===== config.mk =====
export PLATFORM = sky130hd
export DESIGN_NAME = cfg_strap_status_reg
export DESIGN_NICKNAME = d
export VERILOG_FILES = /design/src/rtl/cfg_strap_pkg.sv /design/src/rtl/cfg_rst_sync.sv /design/src/rtl/cfg_strap_capture.sv /design/src/rtl/cfg_rtc_fields.sv /design/src/rtl/cfg_cpu_init_hold.sv /design/src/rtl/cfg_wdt_gate.sv /design/src/rtl/cfg_strap_status_reg.sv
export SDC_FILE = /design/constraint.sdc
export NUM_CORES = 1
export LEC_CHECK = 0
export CORE_MARGIN = 3
export CORE_UTILIZATION = 29
export CTS_CLUSTER_SIZE = 24
export DETAILED_ROUTE_END_ITERATION = 8
export PLACE_DENSITY = 0.86
export SYNTH_ARGS = -nofsm -noshare
export SYNTH_HDL_FRONTEND = slang
export SYNTH_SLANG_ARGS = --single-unit

===== constraint.sdc =====
create_clock -name clk -period 1.23 [get_ports clk]
set_input_delay 0.246 -clock clk [delete_from_list [all_inputs] [get_ports clk]]
set_output_delay 0.246 -clock clk [all_outputs]
set_load 0.05 [all_outputs]

===== src/rtl/cfg_strap_pkg.sv =====
package cfg_strap_pkg;
  localparam int REG_W     = 32;
  localparam int FREQ_W    = 4;
  localparam int SWAP_POS  = 13;
  localparam int BIST_POS  = 12;
  localparam int FREQ_LSB  = 8;
  localparam int SAFE_POS  = 2;
  localparam int NOBT_POS  = 1;
  typedef logic [FREQ_W-1:0] freq_t;
  localparam freq_t FREQ_SAFE = '1;
endpackage


===== src/rtl/cfg_rst_sync.sv =====
module cfg_rst_sync #(
  parameter int STAGES = 2
) (
  input  logic clk,
  input  logic arst_n,
  output logic srst_n
);
  logic [STAGES-1:0] chain_q;
  logic [STAGES-1:0] chain_d;

  always_comb begin
    chain_d = {chain_q[STAGES-2:0], 1'b1};
  end

  always_ff @(posedge clk or negedge arst_n) begin
    if (!arst_n) chain_q <= '0;
    else         chain_q <= chain_d;
  end

  assign srst_n = chain_q[STAGES-1];
endmodule


===== src/rtl/cfg_strap_capture.sv =====
module cfg_strap_capture (
  input  logic clk,
  input  logic rst_n,
  input  logic pwr_good,
  input  logic safe_pin,
  input  logic noboot_pin,
  input  logic wr_en,
  input  logic wr_noboot,
  output logic pg_edge,
  output logic safe_q,
  output logic noboot_q
);
  logic pg_q, pg_qq;
  logic nbstrap_q;
  logic safe_d, nbstrap_d, noboot_d;

  always_comb begin
    pg_edge   = pg_q & ~pg_qq;
    safe_d    = safe_q;
    nbstrap_d = nbstrap_q;
    noboot_d  = noboot_q;
    if (pg_edge) begin
      safe_d    = safe_pin;
      nbstrap_d = noboot_pin;
      noboot_d  = noboot_q | noboot_pin;
    end else if (wr_en) begin
      noboot_d  = wr_noboot | nbstrap_q;
    end
  end

  always_ff @(posedge clk or negedge rst_n) begin
    if (!rst_n) begin
      pg_q      <= 1'b0;
      pg_qq     <= 1'b0;
      safe_q    <= 1'b0;
      nbstrap_q <= 1'b0;
      noboot_q  <= 1'b0;
    end else begin
      pg_q      <= pwr_good;
      pg_qq     <= pg_q;
      safe_q    <= safe_d;
      nbstrap_q <= nbstrap_d;
      noboot_q  <= noboot_d;
    end
  end
endmodule


===== src/rtl/cfg_rtc_fields.sv =====
module cfg_rtc_fields
  import cfg_strap_pkg::*;
(
  input  logic  clk,
  input  logic  rst_n,
  input  logic  pg_edge,
  input  logic  safe_pin,
  input  logic  safe_q,
  input  logic  wr_en,
  input  logic  wr_swap,
  input  freq_t wr_freq,
  output logic  swap_q,
  output freq_t freq_q
);
  logic  swap_d;
  freq_t freq_d;

  always_comb begin
    swap_d = wr_en ? wr_swap : swap_q;
    freq_d = freq_q;
    if (pg_edge && safe_pin)   freq_d = FREQ_SAFE;
    else if (wr_en && !safe_q) freq_d = wr_freq;
  end

  always_ff @(posedge clk or negedge rst_n) begin
    if (!rst_n) begin
      swap_q <= 1'b0;
      freq_q <= FREQ_SAFE;
    end else begin
      swap_q <= swap_d;
      freq_q <= freq_d;
    end
  end
endmodule


===== src/rtl/cfg_cpu_init_hold.sv =====
module cfg_cpu_init_hold #(
  parameter int HOLD_CYC = 4
) (
  input  logic clk,
  input  logic rst_n,
  input  logic wr_en,
  input  logic wr_bist,
  input  logic cpu_rst_in,
  output logic bist_q,
  output logic init_out
);
  localparam int HW = $clog2(HOLD_CYC + 1);
  localparam logic [HW-1:0] HOLD_LD = HW'(HOLD_CYC);

  logic [HW-1:0] hold_q, hold_d;
  logic          bist_d;

  always_comb begin
    bist_d = wr_en ? wr_bist : bist_q;
    hold_d = hold_q;
    if (cpu_rst_in)        hold_d = HOLD_LD;
    else if (hold_q != '0) hold_d = hold_q - 1'b1;
  end

  always_ff @(posedge clk or negedge rst_n) begin
    if (!rst_n) begin
      bist_q <= 1'b0;
      hold_q <= '0;
    end else begin
      bist_q <= bist_d;
      hold_q <= hold_d;
    end
  end

  assign init_out = bist_q & (cpu_rst_in | (hold_q != '0));
endmodule


===== src/rtl/cfg_wdt_gate.sv =====
module cfg_wdt_gate (
  input  logic clk,
  input  logic rst_n,
  input  logic timeout,
  input  logic reload,
  input  logic noboot,
  output logic reboot_req
);
  logic armed_q, armed_d, reboot_d;

  always_comb begin
    armed_d  = armed_q;
    reboot_d = 1'b0;
    if (timeout) begin
      reboot_d = armed_q & ~noboot;
      armed_d  = ~armed_q;
    end else if (reload) begin
      armed_d  = 1'b0;
    end
  end

  always_ff @(posedge clk or negedge rst_n) begin
    if (!rst_n) begin
      armed_q    <= 1'b0;
      reboot_req <= 1'b0;
    end else begin
      armed_q    <= armed_d;
      reboot_req <= reboot_d;
    end
  end
endmodule


===== src/rtl/cfg_strap_status_reg.sv =====
module cfg_strap_status_reg
  import cfg_strap_pkg::*;
#(
  parameter int ADDR_W    = 20,
  parameter int SWAP_ADDR = 16,
  parameter int HOLD_CYC  = 4,
  parameter int SYNC_STG  = 2
) (
  input  logic              clk,
  input  logic              rtc_rst_n,
  input  logic              core_rst_n,
  input  logic              pwr_good,
  input  logic              strap_safe_pin,
  input  logic              strap_noboot_pin,
  input  logic              wr_en,
  input  logic [REG_W-1:0]  wr_data,
  output logic [REG_W-1:0]  rd_data,
  input  logic              cpu_rst_in,
  output logic              cpu_init_out,
  input  logic              flash_is_code,
  input  logic [ADDR_W-1:0] flash_addr_in,
  output logic [ADDR_W-1:0] flash_addr_out,
  input  logic              wdt_timeout,
  input  logic              wdt_reload,
  output logic              reboot_req
);
  localparam logic [ADDR_W-1:0] SWAP_MASK = ADDR_W'(1) << SWAP_ADDR;

  logic  core_srst_n, rtc_srst_n;
  logic  pg_edge, safe_q, noboot_q, swap_q, bist_q;
  freq_t freq_q;
  freq_t freq_view;

  cfg_rst_sync #(.STAGES(SYNC_STG)) u_core_sync (
    .clk(clk), .arst_n(core_rst_n), .srst_n(core_srst_n));

  cfg_rst_sync #(.STAGES(SYNC_STG)) u_rtc_sync (
    .clk(clk), .arst_n(rtc_rst_n), .srst_n(rtc_srst_n));

  cfg_strap_capture u_capture (
    .clk(clk), .rst_n(core_srst_n), .pwr_good(pwr_good),
    .safe_pin(strap_safe_pin), .noboot_pin(strap_noboot_pin),
    .wr_en(wr_en), .wr_noboot(wr_data[NOBT_POS]),
    .pg_edge(pg_edge), .safe_q(safe_q), .noboot_q(noboot_q));

  cfg_rtc_fields u_rtc (
    .clk(clk), .rst_n(rtc_srst_n), .pg_edge(pg_edge),
    .safe_pin(strap_safe_pin), .safe_q(safe_q), .wr_en(wr_en),
    .wr_swap(wr_data[SWAP_POS]),
    .wr_freq(wr_data[FREQ_LSB +: FREQ_W]),
    .swap_q(swap_q), .freq_q(freq_q));

  cfg_cpu_init_hold #(.HOLD_CYC(HOLD_CYC)) u_init (
    .clk(clk), .rst_n(core_srst_n), .wr_en(wr_en),
    .wr_bist(wr_data[BIST_POS]), .cpu_rst_in(cpu_rst_in),
    .bist_q(bist_q), .init_out(cpu_init_out));

  cfg_wdt_gate u_wdt (
    .clk(clk), .rst_n(core_srst_n), .timeout(wdt_timeout),
    .reload(wdt_reload), .noboot(noboot_q), .reboot_req(reboot_req));

  always_comb begin
    freq_view = safe_q ? FREQ_SAFE : freq_q;
    rd_data = '0;
    rd_data[SWAP_POS]               = swap_q;
    rd_data[BIST_POS]               = bist_q;
    rd_data[FREQ_LSB +: FREQ_W]     = freq_view;
    rd_data[SAFE_POS]               = safe_q;
    rd_data[NOBT_POS]               = noboot_q;
  end

  assign flash_addr_out = (swap_q && flash_is_code) ? (flash_addr_in ^ SWAP_MASK)
                                                    : flash_addr_in;
endmodule


# Word-level counts from Yosys, hierarchy flattened
# Index checks and enable logic that the tools add are counted.
# classes
n_addsub,1
n_mux,11
n_bitwise,10
reduce_logical,9
# ops
cell,n
17-bit 2-to-1 mux,1
4-bit 2-to-1 mux,3
2-bit nonzero test,4
3-bit 2-to-1 mux,2
1-bit 2-to-1 mux,5
1-bit inverter,4
1-bit AND,3
1-bit logical AND,3
1-bit OR,3
3-bit nonzero test,1
3-bit by 1-bit subtractor with 3-bit output (second input constant),1
1-bit logical NOT,1
# totals
reg_bits,20
wordCells,44

# Longest topological paths before layout
# logic_depth
depth_word,4
ltp_mapped,5
ltp_nobuf,5

# Modules after synthesis
# Synthesis repeated with hierarchy kept, for this count alone.
# unflattened
cells_unflattened,117
area_unflattened_um2,1228.7
# by_module_without_submodules
module,cells_each,instances,area_each_um2
cfg_strap_status_reg,54,1,394.1
cfg_rtc_fields,20,1,234.0
cfg_cpu_init_hold,19,1,224.0
cfg_strap_capture,12,1,192.7
cfg_rst_sync,3,2,53.8
cfg_wdt_gate,6,1,76.3

# Worst setup path after synthesis
# No wires, ideal clock.
# synth_timing
kind,flip-flop to output port
from,register u_rtc.swap_q
to,output flash_addr_out[16]
stages_incl_launch_ff,3
n_path_buf,0
slack_ps,-238
arrival_ps,1222
cell_sequence,dfrtp_1 nand2_1 xnor2_1
# synth_between
elab_chain_cells,2
# synth_lines
item,line_no,text
start: declaration,cfg_rtc_fields.sv:12,"output logic swap_q,"
start signal: assignment,cfg_rtc_fields.sv:30,swap_q <= swap_d;
1-bit logical AND,cfg_strap_status_reg.sv:72,assign flash_addr_out = (swap_q && flash_is_code) ? (flash_addr_in ^ SWAP_MASK)
17-bit 2-to-1 mux,cfg_strap_status_reg.sv:72,
end: declaration,cfg_strap_status_reg.sv:22,"output logic [ADDR_W-1:0] flash_addr_out,"
# No other way between the ends.

# Final worst setup path
# layout_timing
from,register u_init.hold_q[1]
to,output cpu_init_out
# layout_between
elab_chain_cells,3
# layout_lines
item,line_no,text
start: declaration,cfg_cpu_init_hold.sv:15,"logic [HW-1:0] hold_q, hold_d;"
start signal: assignment,cfg_cpu_init_hold.sv:31,hold_q <= hold_d;
3-bit nonzero test,cfg_cpu_init_hold.sv:35,assign init_out = bist_q & (cpu_rst_in | (hold_q != '0));
1-bit OR,cfg_cpu_init_hold.sv:35,
1-bit AND,cfg_cpu_init_hold.sv:35,
end: declaration,cfg_strap_status_reg.sv:19,"output logic cpu_init_out,"
# No other way between the ends.

==> metrics.md <==
| Metric | Value |
|---|---|
| Final RePlAce weighted congestion | about 0.67 |
| Cell area after synthesis | between 0.001 and 0.0015 mm^2 |
| Crit path arrival time | 1.28 ns |
| Num rows | 22 |
| Fraction of power spent switching nets | 0.335 |
| Sink Count | 20 |
| Initial cell density of the core | 0.311 |
| Worst min-delay path category | reg -> async |
| Post-synthesis to final-layout area growth | 34.7% |
| Hold Vio Cnt, Final | 0 |
| Worst-Skew Late Latency | about 0.26 ns |
| R2R depth | 4 |
| Drt drc | 0 |
| Die height | 69.6 um |
| Detailed-route via count | about 690 |
| Number of top-level pins | between 100 and 150 |
| Critical path, cell by cell | inv_2 > ha_4 > nand2b_4 > o21a_4 > buf_12 |
| Antenna viol nets, final | 0 |
| Combinational share of power | 0.436 |
| Fmax achieved | around 660 MHz |
| Total length of routed wires | between 1.5 and 2 mm |
| Sum of negative setup slack | -0.953 ns |
| Type of element launching the critical path | flop |
| Clock tree root driver cell | clkbuf_8 |
| Crit path largest cell delay | between 0.3 and 0.4 ns |
| Simple-Gate Fraction of Synth Area | 0.0994 |
| Power density relative to cell area | 1700 mW/mm^2 |
| Total setup violations reported at the end of the flow | 7 |
| Main combinational cell family by area after synthesis | buffers and inverters |
| Pwr Total | 2680 uW |
| Worst setup slack after placement | -0.216 ns |
| Placeable core region | approximately 0.0038 mm^2 |
| Dominant cells by area after synthesis | dfrtp_1 (34%), buf_4 (30%), dfstp_2 (9.0%) |
| CP endpoint kind | output port |
| Setup CP Type | reg -> out |
| Relative contribution of the clock network to total power | 0.242 |
| Crit-path max FO | 2 |
| Distinct cell type count of the synthesized netlist | 25 |
| Share of the clock period used by the worst path | 1.24 |
| Final net count | 198 |
| Die area | 0.00484 mm^2 |
| Initial antenna violation count | 0 |
| Synthesis-stage register bit count | 20 |
| Switching power of the nets | 897 uW |
| Violated checks | setup timing |
| Yosys warnings | 0 |
| Biggest area consumer among synthesized cells | dfrtp_1 |
| Setup clock skew after layout | 0.00681 ns |
| Maximum number of pins on one net before global-route repair | 13 |
| Post-synthesis area per instance | 10.5 um^2 |
| Final slew viol count | 0 |
| Unrepaired setup endpoints after global routing | true |
| Ratio of cells with drive above 1 in the final layout | 0.364 |
| Worst Path Required | 0.98 ns |
| Result of the run | finished with violations |
| Global Route Usage Sum | 0.0797 |
| Fraction of synthesized cell area taken by the top area cell type | 0.342 |
| Drt initial violations | 8 |
| Number of port buffers | 29 |
| Clock input transition at the sequential cells of the worst setup and hold paths | 0.08 ns |
| Leakage | 0.000746 uW |
| Xor and xnor area share after synthesis | 0.0150 |
| Max H-tree Level | 1 |
| Clk buf depth | 2 |
| Instance count of the mapped netlist | 112 |
| Post-detailed-route via-to-cell ratio | roughly 3.8 |
| Peak supply drop | 0.549 mV |
| Area share of fa/ha/maj cells after synthesis | 0.0214 |
| Synth Area in Compound Gates | 0.0331 |
| Final core utilization | 0.418 |
| Routed wire length per instance | 10.8 um |
| TritonCTS clock tree | built |
| Die X | 69.6 um |
| Fin crit period | 1.52 ns |
| Global route total overflow | 0 |
| Maximum capacitance violations | 0 |
| Dpl hpwl | 1.54 mm |
| Int Pwr | 1780 uW |
| Multiplexer share of the synthesized area | 0.0726 |
| Number of buffers inserted during clock tree synthesis | 3 |
| Via count of the first global-routing pass | 673 |
| Global-route wire length before repair | roughly 3.1 mm |
| Drt pass-1 iters | 2 |
| Antenna cell count | 0 |
| Post-synthesis sequential area ratio | 0.432 |
| Setup slack of the critical path after layout | -0.292 ns |
| Max stage delay cell, worst path | dfrtp_1 |
| Sequential Power Share | 0.321 |
[path summary, 6_finish.rpt]
check                                                      start                              end  slack [ns]
worst max-delay path                u_init.hold_q[1]$_DFFE_PN0P_                     cpu_init_out       -0.29
worst min-delay path             u_rtc_sync.chain_q[1]$_DFF_PN0_         u_rtc.swap_q$_DFFE_PN0P_        0.09
worst max register to register      u_capture.safe_q$_DFFE_PN0N_      u_rtc.freq_q[0]$_DFFE_PN1P_        0.07
worst min register to register   u_rtc_sync.chain_q[1]$_DFF_PN0_         u_rtc.swap_q$_DFFE_PN0P_        0.09
max in group asynchronous       u_core_sync.chain_q[1]$_DFF_PN0_     u_capture.safe_q$_DFFE_PN0N_        0.71
min in group clk                 u_rtc_sync.chain_q[0]$_DFF_PN0_  u_rtc_sync.chain_q[1]$_DFF_PN0_        0.35
[layout make-up]
class | count | area [um^2]
clock buffer | 3 | 41.3
clock inverter | 1 | 30.0
fill | 362 | 2190
inverter | 3 | 11.3
multi-input combinational | 65 | 437
sequential | 20 | 507
tap | 48 | 60.1
timing repair buffer | 40 | 492
[metrics by stage]
| stage | std cells | instance area (um^2) | hold slack [ns] |
|---|---|---|---|
| 6_report | 180 | 1580 | 0.0896 |
| 5_1_grt | 180 | 1580 | 0.105 |
| 4_1_cts | 180 | 1560 | 0.102 |
| 3_5_place_dp | 172 | 1430 | 0.0880 |
| 3_3_place_gp | 172 | 1430 | 0.0821 |
| 2_1_floorplan | 136 | 1280 | -0.0496 |
[what timing repair did]
action	CTS	global route
pin swaps	7	2
gates resized for setup	11	6
buffers inserted	4	1
hold buffers	0	0
setup endpoints to repair	6	12
[metal layers]
layer | global-route usage | wire length, um | vias up
met3 | 0.0290 | 172 | 4
met5 | 0 | 0 | -
met4 | 0.0282 | 23 | 0
met2 | 0.146 | 1000 | 33
li1 | - | - | 321
met1 | 0.0826 | 736 | 327
[cells in the mapped netlist]
master     n
or2_1      4
mux2_1     1
dfrtp_1   16
a211oi_1   1
xnor2_1    2
mux2i_1    4
dfstp_2    4
o31ai_1    1
a21oi_1    1
nand3b_1   1
conb_1     2
mux2_2     3
o22ai_1    1
inv_1      3
buf_4     47
o21a_1     1
o21ai_0    1
ha_1       2
buf_6      1
nand2_1    7
nor2_1     4
and3b_1    1
nor3b_1    1
nand2b_1   2
nor2b_4    1
[registers in the layout (all words and copies together) (netlist names), 2 cells and up]
register and count:
u_core_sync.chain_q 2, u_rtc_sync.chain_q 2, u_init.hold_q 3, u_rtc.freq_q 4
[cells in the final DEF (no fill, tap or decap), types with 3 or more instances in the layout]
| cell | synthesis | layout |
|---|---|---|
| clkbuf_8 | 0 | 3 |
| or2_4 | 0 | 4 |
| dfstp_2 | 4 | 4 |
| clkdlybuf4s50_1 | 0 | 16 |
| mux2i_1 | 4 | 4 |
| mux2_2 | 3 | 3 |
| buf_4 | 47 | 9 |
| conb_1 | 2 | 26 |
| dfrtp_1 | 16 | 15 |
| nor2_1 | 4 | 4 |
| buf_12 | 0 | 11 |
| nand2_1 | 7 | 6 |
[cell families (layout without fill, tap and decap cells)]
kind of cell             after synthesis  in the layout
AND/OR/NAND/NOR                       21             21
buffers and inverters                 51             47
AO/OA/AOI/OAI                          6              6
adder cells (fa/ha/maj)                2              2
XOR/XNOR                               2              2
other                                  2             26
flip-flops                            20             20
multiplexers                           8              8
[power groups by stage]
stage,clock network [uW],logic (uW),registers [uW]
detailed placement,0,983,865
finish,649,1170,861
global route,696,1230,878
global placement,0,962,857
CTS,677,1140,857
floorplan,0,820,845
[critical path: cells and delay by family, from the launching register on]
kind / cells / cell delay (ns)
flip-flops: 1 / 0.39
buffers and inverters: 2 / 0.22
AO/OA/AOI/OAI: 1 / 0.20
adder cells (fa/ha/maj): 1 / 0.15
AND/OR/NAND/NOR: 1 / 0.06
(Power assumes the default switching activity.)
